--- src/rtl/deco_rmw_pkg.sv ---
package deco_rmw_pkg;

  typedef enum logic [1:0] {
    ST_PASS  = 2'd0,
    ST_FETCH = 2'd1,
    ST_WBACK = 2'd2
  } seq_state_e;

  typedef enum logic [1:0] {
    OP_NONE = 2'd0,
    OP_AND  = 2'd1,
    OP_OR   = 2'd2
  } rmw_op_e;

  localparam logic [1:0] TRANS_IDLE   = 2'b00;
  localparam logic [1:0] TRANS_NONSEQ = 2'b10;

  function automatic logic [7:0] lane_combine(rmw_op_e op, logic [7:0] old_b, logic [7:0] new_b);
    case (op)
      OP_AND:  return old_b & new_b;
      OP_OR:   return old_b | new_b;
      default: return old_b;
    endcase
  endfunction

endpackage

--- src/rtl/deco_addr_decode.sv ---
module deco_addr_decode
  import deco_rmw_pkg::*;
#(
  parameter int ADDR_W   = 32,
  parameter int REGION_W = 3,
  parameter logic [REGION_W-1:0] REGION_TAG = 3'b010,
  parameter int OP_LSB   = 26,
  parameter int OP_W     = 3,
  parameter int OFFSET_W = 20,
  parameter logic [OP_W-1:0] AND_CODE = 3'b001,
  parameter logic [OP_W-1:0] OR_CODE  = 3'b010
) (
  input  logic [ADDR_W-1:0] addr,
  output rmw_op_e           op,
  output logic [ADDR_W-1:0] real_addr
);
  localparam logic [ADDR_W-1:0] HI_KEEP = {ADDR_W{1'b1}} << (ADDR_W - REGION_W);
  localparam logic [ADDR_W-1:0] LO_KEEP = {ADDR_W{1'b1}} >> (ADDR_W - OFFSET_W);
  localparam logic [ADDR_W-1:0] KEEP    = HI_KEEP | LO_KEEP;

  logic            in_window;
  logic [OP_W-1:0] code;

  assign in_window = (addr[ADDR_W-1 -: REGION_W] == REGION_TAG);
  assign code      = addr[OP_LSB +: OP_W];

  always_comb begin
    op = OP_NONE;
    if (in_window) begin
      if (code == AND_CODE)     op = OP_AND;
      else if (code == OR_CODE) op = OP_OR;
    end
  end

  assign real_addr = (op != OP_NONE) ? (addr & KEEP) : addr;

endmodule

--- src/rtl/deco_lane_alu.sv ---
module deco_lane_alu
  import deco_rmw_pkg::*;
#(
  parameter int DATA_W = 32
) (
  input  rmw_op_e                       op,
  input  logic [2:0]                    size,
  input  logic [$clog2(DATA_W/8)-1:0]   lane_sel,
  input  logic [DATA_W-1:0]             old_data,
  input  logic [DATA_W-1:0]             new_data,
  output logic [DATA_W-1:0]             result
);
  localparam int LANES  = DATA_W / 8;
  localparam int LIDX_W = $clog2(LANES);

  logic [LANES-1:0] lane_on;

  for (genvar i = 0; i < LANES; i++) begin : g_lane
    assign lane_on[i] = ((LIDX_W'(i) >> size) == (lane_sel >> size));
    assign result[8*i +: 8] = lane_on[i]
                              ? lane_combine(op, old_data[8*i +: 8], new_data[8*i +: 8])
                              : old_data[8*i +: 8];
  end

endmodule

--- src/rtl/deco_seq.sv ---
module deco_seq
  import deco_rmw_pkg::*;
(
  input  logic       clk,
  input  logic       rst_n,
  input  logic       ap_taken,
  input  logic       deco_wr,
  input  logic       s_hready,
  output seq_state_e state,
  output logic       take,
  output logic       fetch_done
);
  seq_state_e nxt;

  assign take       = ap_taken && deco_wr;
  assign fetch_done = (state == ST_FETCH) && s_hready;

  always_comb begin
    nxt = state;
    case (state)
      ST_PASS:  if (take) nxt = ST_FETCH;
      ST_FETCH: if (s_hready) nxt = ST_WBACK;
      ST_WBACK: if (s_hready) nxt = take ? ST_FETCH : ST_PASS;
      default:  nxt = ST_PASS;
    endcase
  end

  always_ff @(posedge clk or negedge rst_n) begin
    if (!rst_n) state <= ST_PASS;
    else        state <= nxt;
  end

endmodule

--- src/rtl/deco_rmw_engine.sv ---
module deco_rmw_engine
  import deco_rmw_pkg::*;
#(
  parameter int ADDR_W   = 32,
  parameter int DATA_W   = 32,
  parameter int OP_LSB   = 26,
  parameter int OFFSET_W = 20
) (
  input  logic              clk,
  input  logic              rst_n,
  input  logic [ADDR_W-1:0] m_haddr,
  input  logic [1:0]        m_htrans,
  input  logic              m_hwrite,
  input  logic [2:0]        m_hsize,
  input  logic [DATA_W-1:0] m_hwdata,
  output logic              m_hready,
  output logic [DATA_W-1:0] m_hrdata,
  output logic [ADDR_W-1:0] s_haddr,
  output logic [1:0]        s_htrans,
  output logic              s_hwrite,
  output logic [2:0]        s_hsize,
  output logic [DATA_W-1:0] s_hwdata,
  input  logic              s_hready,
  input  logic [DATA_W-1:0] s_hrdata
);
  localparam int LIDX_W = $clog2(DATA_W / 8);

  rmw_op_e           ap_op;
  logic [ADDR_W-1:0] ap_real;
  seq_state_e        state;
  logic              take, fetch_done;
  logic              in_rd, in_wb;

  logic [ADDR_W-1:0] ctx_addr;
  logic [2:0]        ctx_size;
  rmw_op_e           ctx_op;
  logic [DATA_W-1:0] combined, res_q;

  deco_addr_decode #(
    .ADDR_W  (ADDR_W),
    .OP_LSB  (OP_LSB),
    .OFFSET_W(OFFSET_W)
  ) u_dec (
    .addr     (m_haddr),
    .op       (ap_op),
    .real_addr(ap_real)
  );

  deco_seq u_seq (
    .clk       (clk),
    .rst_n     (rst_n),
    .ap_taken  (m_htrans[1] && m_hready),
    .deco_wr   ((ap_op != OP_NONE) && m_hwrite),
    .s_hready  (s_hready),
    .state     (state),
    .take      (take),
    .fetch_done(fetch_done)
  );

  assign in_rd = (state == ST_FETCH);
  assign in_wb = (state == ST_WBACK);

  always_ff @(posedge clk or negedge rst_n) begin
    if (!rst_n) begin
      ctx_addr <= '0;
      ctx_size <= '0;
      ctx_op   <= OP_NONE;
    end else if (take) begin
      ctx_addr <= ap_real;
      ctx_size <= m_hsize;
      ctx_op   <= ap_op;
    end
  end

  deco_lane_alu #(.DATA_W(DATA_W)) u_alu (
    .op      (ctx_op),
    .size    (ctx_size),
    .lane_sel(ctx_addr[LIDX_W-1:0]),
    .old_data(s_hrdata),
    .new_data(m_hwdata),
    .result  (combined)
  );

  always_ff @(posedge clk or negedge rst_n) begin
    if (!rst_n)          res_q <= '0;
    else if (fetch_done) res_q <= combined;
  end

  // address phase toward the slave
  always_comb begin
    if (in_rd) begin
      s_haddr  = ctx_addr;
      s_htrans = TRANS_NONSEQ;
      s_hwrite = 1'b1;
      s_hsize  = ctx_size;
    end else begin
      s_haddr  = ap_real;
      s_htrans = m_htrans;
      s_hwrite = m_hwrite && (ap_op == OP_NONE);
      s_hsize  = m_hsize;
    end
  end

  assign s_hwdata = in_wb ? res_q : m_hwdata;
  assign m_hrdata = s_hrdata;
  assign m_hready = in_rd ? 1'b0 : s_hready;

endmodule

--- config.mk ---
export PLATFORM = sky130hd
export DESIGN_NAME = deco_rmw_engine
export DESIGN_NICKNAME = d
export VERILOG_FILES = /design/src/rtl/deco_rmw_pkg.sv /design/src/rtl/deco_addr_decode.sv /design/src/rtl/deco_lane_alu.sv /design/src/rtl/deco_seq.sv /design/src/rtl/deco_rmw_engine.sv
export SDC_FILE = /design/constraint.sdc
export NUM_CORES = 1
export LEC_CHECK = 0
export BUFFER_PORTS_ARGS = -buffer_cell sky130_fd_sc_hd__buf_2
export CAP_MARGIN = 20
export CORE_AREA = 2 2 101 103
export CTS_BUF_LIST = sky130_fd_sc_hd__clkbuf_16
export DETAILED_ROUTE_END_ITERATION = 12
export DIE_AREA = 0 0 103 105
export HOLD_SLACK_MARGIN = 0.05
export PLACE_DENSITY = 0.85
export SLEW_MARGIN = 20
export SYNTH_ARGS = -nofsm -noshare
export SYNTH_HDL_FRONTEND = slang
export SYNTH_SLANG_ARGS = --single-unit
--- constraint.sdc ---
create_clock -name clk -period 2.2 [get_ports clk]
set_input_delay 0.22 -clock clk [delete_from_list [all_inputs] [get_ports clk]]
set_output_delay 0.22 -clock clk [all_outputs]
set_load 0.005 [all_outputs]
Yosys cells after proc, flatten, opt, wreduce, memory -nomap -nowiden --
Cells that the tools add are included.
Operators by class: bitwise logic cells 8, multiplexer cells 23, shift-type cells 5, reduce and logical (&&, ||, !) cells 9, equal/unequal tests 14
Operator list (count):
- $mux W32 | 2
- $pmux W8 S2 | 4
- $and A8 B8 Y8 | 4
- $mux W8 | 4
- $or A8 B8 Y8 | 4
- $mux W29 | 1
- $mux W2 | 7
- $eq A2 B2 Y1 | 4
- $eq A3 B2 Y1 const B | 2
- $pmux W2 S3 | 1
- $shr A1 B3 Y2 const A | 2
- $shr A2 B3 Y2 const A | 2
- $logic_and A1 B1 Y1 | 5
- $eq A2 B1 Y1 const B | 2
- $eq A2 B2 Y1 const B | 2
- $logic_not A2 Y1 | 2
- $ne A2 B2 Y1 const B | 2
- $eq A3 B1 Y1 const B | 1
- $mux W1 | 3
- $mux W3 | 1
- $reduce_and A3 Y1 | 1
- $shr A2 B3 Y2 | 1
- $ne A2 B1 Y1 const B | 1
- $reduce_bool A2 Y1 | 1
Word-level totals: logic and storage cells 64, output and inout port bits 103, bits in registers 71

Logic depth before layout (Yosys ltp) --
Gate-level depths: netlist of run 1.
word-level depth 10, depth in mapped cells 7

Cells and area by module --
From an unflattened synthesis of run 1, not the netlist that was laid out.
Unflattened totals: cells, all modules 457, area total of the unflattened synthesis 5187.5 sq um
Modules (own cells, without submodules):
- deco_rmw_engine | sequential area each 1726.7 sq um, cells an instance 262, instances 1, area an instance 3948.8 sq um
- deco_lane_alu | sequential area each 0.0 sq um, cells an instance 150, instances 1, area an instance 857.1 sq um
- deco_addr_decode | sequential area each 0.0 sq um, cells an instance 36, instances 1, area an instance 286.5 sq um
- deco_seq | sequential area each 50.0 sq um, cells an instance 9, instances 1, area an instance 95.1 sq um

Worst setup path after synthesis of run 1 --
OpenSTA, ideal clock, no wires.
kind register -> register, from register ctx_op[0], to register res_q[10], cell stages (with the launch flop) 8, setup time 123 ps, period minus slack after synthesis 1977 ps, data required time 2077 ps, arrival 1854 ps, buffers on the path 1, path slack 223 ps, cells stage by stage dfrtp_1 > inv_1 > ha_1 > clkbuf_1 > nand4bb_1 > a2111oi_2 > nor3_1 > o221a_2
Between the ends: cells in the longest elaborated chain, start to end 3, elaborated cells between the ends (all ways) 4, those cells by class 2 x eq/ne; 2 x mux
RTL lines:
- from (decl) | RTL line deco_rmw_engine.sv:36 | rmw_op_e ctx_op;
- from (signal assigned) | RTL line deco_rmw_engine.sv:71 | ctx_op <= ap_op;
- $eq A2 B2 Y1 or $eq A2 B1 Y1 (tied branches) | RTL line deco_rmw_pkg.sv:19 | case (op)
- $pmux W8 S2 * | RTL line deco_rmw_pkg.sv:19
- $mux W8 * | RTL line deco_lane_alu.sv:21 | ? lane_combine(op, old_data[8*i +: 8], new_data[8*i +: 8])
- to (signal assigned) | RTL line deco_rmw_engine.sv:86 | else if (fetch_done) res_q <= combined;
- to (decl) | RTL line deco_rmw_engine.sv:37 | logic [DATA_W-1:0] combined, res_q;
Mark *: on every way between the ends. The rest lies on a longest branch, timed or not. A chain may end at the register's enable or synchronous reset.

Worst setup path in the final report of run 1 --
from register u_seq.state[1], to output s_hwdata[23]
Between the ends: cells in the longest elaborated chain, start to end 2
RTL lines:
- from (decl) | RTL line deco_seq.sv:9 | output seq_state_e state,
- from (signal assigned) | RTL line deco_seq.sv:30 | else state <= nxt;
- $eq A2 B2 Y1 | RTL line deco_rmw_engine.sv:61 | assign in_wb = (state == ST_WBACK);
- $mux W32 | RTL line deco_rmw_engine.sv:104 | assign s_hwdata = in_wb ? res_q : m_hwdata;
- to (decl) | RTL line deco_rmw_engine.sv:22 | output logic [DATA_W-1:0] s_hwdata,
No other way between the ends.

==> results.yml, run 1 <==
route:
  wirelength_um: 12900
  vias: 4416
  wl_per_cell_um: 15.7
  routed_via_density: 5.37
  ant_nets: 0
  firstDrtPassIters: 5
  drt_iter0_markers: 188
  drc: 0
timing:
  setup_tns_ns: 0
  hold_violations: 0
  worst_pin_slew_ns: 0.906
  report.final.slew_viol_count: 0
  fin_worst_skew_ns: 0.00577
  min_period_ns: 2.12
  period_share_pct: 96.3
  whs_ns: 0.0285
  rsz0062_at_grt: "false"
  max_slew_margin_pct: 39.6
  clock.fmax_ghz: 0.472
  setup_viol: 0
yosys:
  synth_cell_types: 41
  syn_area_per_cell_um2: 8.76
  seq_area_frac_synth_pct: 39.0
  synth_cells: 520
  yosysWarnings: 0
  synth_fp_nets: 627
  synth_seq_cells: 71
  netlist_area_um2: 4560
cts:
  clock_tree.root_cell: "clkbuf_16"
  cts-buffers-inserted: 9
  path_clk_slew_ns: 0.06
  cts_sinks: 71
  htreeDepth: 3
  clk_path_buf_depth: 2
  insertion_delay_ns: 0.33
  cts_tree: "done"
  postCtsHoldBufs: 0
worst_setup_path:
  worstPathMaxFanout: 26
  required_ns: 1.98
  crit_start: "u_seq.state[1]"
  crit_arrival_ns: 1.90
  end_kind: "primary output"
  crit_type: "register to primary output"
  start_kind: "register"
  r2r_start: "ctx_op[0]"
layout:
  syn_to_final_growth_pct: 27.3
  n_antenna_cell: 0
  fillCellCount: 857
  fin_area_um2: 5800
  layout.nets: 791
  drive_gt1_share_pct: 44.7
floorplan:
  initial_core_util_pct: 47.3
  placementRows: 36
  fp.dieW_um: 103
  dieArea_um2: 10800
  io-pin-count: 208
  fp.dieH_um: 105
  core_um2: 9640
power_and_ir_drop:
  power_density_nw_per_um2: 884
  irDropWorstVdd_mv: 0.491
  leakage_nw: 2.92
  power.total_w: 0.00513
flow_run:
  cap_violations: 0
global_route:
  grt_overflow_total: 0
  grt_start_max_net_pins: 72
  grt_pass1_vias: 4464
  grt_antenna_before_repair: 0
  grt_use_total_pct: 23.5
  grt_pass1_wl_um: 20500
hold_path:
  hold_class: "input pin to async pin"
placement:
  hpwlAfterDp_um: 9440
  postPlaceCellArea_um2: 5480
  gp_congestion: 0.886
  io_buffers: 207
status:
  outcome: "complete, no violations"
-- critical path: stages (launching register included) --
cell	delay, ns
dfrtp_1	0.46
nor2b_4	0.36
buf_12	0.24
mux2_2	0.36
buf_2	0.13
-- what timing repair did --
| action | CTS | global route |
|---|---|---|
| setup endpoints to repair | 0 | 7 |
| resized for setup | 0 | 2 |
| buffers inserted | 0 | 0 |
-- area by class of cell --
cell class / instances / area [um^2] / share of cell area [%]
multi-input combinational: 383 / 2400 / 41.4
sequential: 71 / 1780 / 30.6
timing repair buffer: 216 / 1130 / 19.5
clock buffer: 9 / 225 / 3.88
tap: 133 / 166 / 2.87
clock inverter: 7 / 88.8 / 1.53
inverter: 3 / 11.3 / 0.194
-- metrics by stage --
stage / worst slack (ns) / util [%] / instances
finish: 0.0815 / 60.2 / 822
global route: 0.0232 / 60.2 / 822
CTS: 0.0780 / 60.1 / 822
detailed placement: 0.125 / 56.8 / 806
global placement: 0.183 / 56.8 / 806
floorplan: 0.223 / - / 520
-- sequential cells by signal, indices dropped and copies added, names as in the netlist --
name / flops
ctx_addr: 32
ctx_op: 2
ctx_size: 3
res_q: 32
u_seq.state: 2
-- cell families after synthesis --
group / after synthesis / synth area share [%]
mux: 58 / 14.3
flops: 71 / 39.0
xor+xnor: 1 / 0.192
compound gates: 103 / 15.5
simple gates: 219 / 21.8
fa+ha+maj: 2 / 0.549
buf+inv: 66 / 8.71
-- where the power goes --
group	leakage (nW)	switching, W	internal (W)
Combinational	1.86	0.000855	0.000863
Clock	0.154	0.000546	0.000984
Sequential	0.902	0.000215	0.00166
-- placed cells by master, fill, tap and decap left out, types with 2 or more instances in the layout --
master and n:
dfrtp_1 71, bufinv_16 2, inv_1 4, nor2b_1 11, nand2b_1 3, buf_12 2
a211oi_1 8, mux2_2 50, clkbuf_16 9, buf_2 206, and2_1 17, o21ai_0 26
nor2_1 37, o221a_2 16, a21o_1 5, buf_4 8, o21a_1 9, a21oi_1 25
nand3_1 7, mux2_1 5, mux2i_1 3, nand2_1 110, a31oi_1 7, nor3_1 24
-- path summary, 6_finish.rpt --
check                               end  slack, ns  cells past startpoint
setup reg to reg              res_q[20]       0.16                      6
hold / removal              ctx_addr[8]       0.03                      1
setup / recovery           s_hwdata[23]       0.08                      4
max in group asynchronous      res_q[0]       1.59                      1
hold reg to reg            ctx_addr[30]       0.48                      1
min in group clk           ctx_addr[16]       0.13                      2
-- synth_stat cells (all sizes together) --
library cell | number | area, um^2
nand2 | 110 | 413
dfrtp | 71 | 1780
mux2 | 55 | 619
buf | 43 | 310
nor2 | 38 | 150
a21oi | 26 | 130
o21ai | 26 | 130
nor3 | 24 | 120
clkbuf | 20 | 75.1
and2 | 17 | 106
o221a | 16 | 180
nor2b | 13 | 81.3
o21a | 9 | 67.6
a211oi | 8 | 60.1
a31oi | 7 | 43.8
nand3 | 7 | 35.0
a21o | 5 | 37.5
inv | 3 | 11.3
mux2i | 3 | 30.0
nand2b | 3 | 18.8
ha | 2 | 25.0
a2111oi | 1 | 15.0
a21boi | 1 | 7.51
a31o | 1 | 8.76
and3b | 1 | 8.76
and4 | 1 | 11.3
nand3b | 1 | 7.51
nand4bb | 1 | 11.3
o21ba | 1 | 10.0
o21bai | 1 | 7.51
o22a | 1 | 8.76
or2 | 1 | 6.26
or3b | 1 | 8.76
or4b | 1 | 13.8
xnor2 | 1 | 8.76
-- layer usage --
metal	wire length, um	part of all wire (%)	global-route usage [%]
met5	0	0	0
met4	224	1.7	7.61
met1	5150	40	27.3
met2	7030	54	43.2
met3	526	4.1	3.61
No activity file was read; power rests on OpenSTA's default activity.
==> run 2: changes to the inputs <==
--- a/config.mk
+++ b/config.mk
@@ -13,6 +13,7 @@
 export DIE_AREA = 0 0 103 105
 export HOLD_SLACK_MARGIN = 0.05
 export PLACE_DENSITY = 0.85
+export REMOVE_ABC_BUFFERS = 1
 export SLEW_MARGIN = 20
 export SYNTH_ARGS = -nofsm -noshare
 export SYNTH_HDL_FRONTEND = slang
==> run 2 against run 1 <==
Against the previous run: count of clock-buffer cells in the layout stayed put; first-iteration DRC count stayed put; total power is 0.17% lower; combinational power hardly changed; design area is 0.28% higher; worst hold slack better by 0.0096 ns; critical path depth is 2 higher; die area stayed put; core utilization is 0.17 points higher; largest cell class unchanged; highest routed layer unchanged.
==> results.yml, run 2 (same netlist as run 1, synthesis figures left out) <==
cts:
  path_clk_slew_ns: 0.06
  clk_path_buf_depth: 2
  insertion_delay_ns: 0.32
  cts_sinks: 71
  cts_resized: 0
  postCtsHoldBufs: 0
  cts_tree: "done"
  cts-buffers-inserted: 9
  htreeDepth: 3
  clock_tree.root_cell: "clkbuf_16"
floorplan:
  dieArea_um2: 10800
  fp.dieH_um: 105
  initial_core_util_pct: 47.3
  io-pin-count: 208
  fp.dieW_um: 103
  placementRows: 36
  core_um2: 9640
worst_setup_path:
  crit_arrival_ns: 2.22
  worstPathMaxFanout: 10
  regToRegSetupSlack_ns: 0.19
  end_kind: "register"
  start_kind: "register"
  required_ns: 2.41
  r2r_start: "ctx_op[0]"
  crit_start: "ctx_op[0]"
  crit_type: "register to register"
route:
  ant_nets: 0
  drt_iter0_markers: 188
  vias: 4476
  routed_via_density: 5.42
  wl_met1_um: 5180
  top_layer: "met4"
  drc: 0
  met2_length_um: 6870
  wirelength_um: 12900
  wl_met3_um: 508
  firstDrtPassIters: 4
  wl_per_cell_um: 15.6
power_and_ir_drop:
  irDropWorstVdd_mv: 0.507
  leakage_nw: 2.93
  power_density_nw_per_um2: 880
global_route:
  grt_overflow_total: 0
  grt_start_max_net_pins: 72
  grt_pass1_vias: 4311
  grt_use_total_pct: 23.3
  grt_pass1_wl_um: 20400
  grt_antenna_before_repair: 0
timing:
  hold_violations: 0
  worst_pin_slew_ns: 0.897
  fin_worst_skew_ns: 0.00700
  period_share_pct: 91.4
  whs_ns: 0.0381
  setup_viol: 0
  setup_slack_ns: 0.189
  max_slew_margin_pct: 40.2
  clock.fmax_ghz: 0.497
  report.final.slew_viol_count: 0
  min_period_ns: 2.01
  setup_tns_ns: 0
  rsz0062_at_grt: "false"
layout:
  n_antenna_cell: 0
  top_regs: "ctx_addr: 32 flops, res_q: 32 flops, ctx_size: 3 flops"
  syn_to_final_growth_pct: 27.6
  drive_gt1_share_pct: 45.0
  layout.nets: 796
  fin_cells: 826
  fin_util_pct: 60.3
  final_common_cell: "buf_2"
  final_cell_mix: "buf_2 (206), nand2_1 (110), dfrtp_1 (71)"
placement:
  gp_congestion: 0.798
  place_ws_ns: 0.132
  post-place-cells: 809
  io_buffers: 207
  hpwlAfterDp_um: 9510
hold_path:
  hold_class: "input pin to async pin"
status:
  outcome: "complete, no violations"
flow_run:
  cap_violations: 0
-- run 2: stage by stage --
step / total power [W] / cell area, um^2
after detailed placement: 0.00359 / 5490
after global placement: 0.00349 / 5490
final: 0.00512 / 5810
after global routing: 0.00543 / 5810
after floorplan: 0.00288 / 4170
after CTS: 0.00512 / 5800
-- run 2: final timing paths --
| path | end | cells past startpoint |
|---|---|---|
| worst min register to register | ctx_addr[18] | 1 |
| min in group clk | ctx_addr[16] | 2 |
| worst max-delay path | res_q[17] | 6 |
| max in group asynchronous | res_q[3] | 1 |
| worst min-delay path | ctx_addr[16] | 1 |
| worst max register to register | res_q[17] | 6 |
-- run 2: area by class of cell --
class / count / area [um^2]
tap: 133 / 166
clock inverter: 6 / 86.3
clock buffer: 9 / 225
multi-input combinational: 383 / 2390
inverter: 3 / 11.3
fill: 895 / 3820
sequential: 71 / 1780
timing repair buffer: 221 / 1160
-- run 2: report_power, final --
part / internal [W] / switching (W)
Sequential: 0.00166 / 0.000213
Clock: 0.000984 / 0.000555
Combinational: 0.000865 / 0.000837
-- run 2: routing by layer --
metal	vias to the layer above	global-route usage, %
met5	-	0
met4	0	10.1
met3	32	2.81
met2	140	41.0
met1	2189	27.9
li1	2115	-
-- run 2: critical path, cell delays in order (launching register included) --
cell,delay [ns]
dfrtp_1,0.35
inv_1,0.06
ha_1,0.38
o21ba_2,0.21
a31o_2,0.30
a21o_1,0.30
o221a_2,0.30
-- run 2: what timing repair did --
item,4_1_cts,5_1_grt
endpoints found under the hold margin,0,0
buffers inserted,0,2
endpoints found under the setup margin,0,16
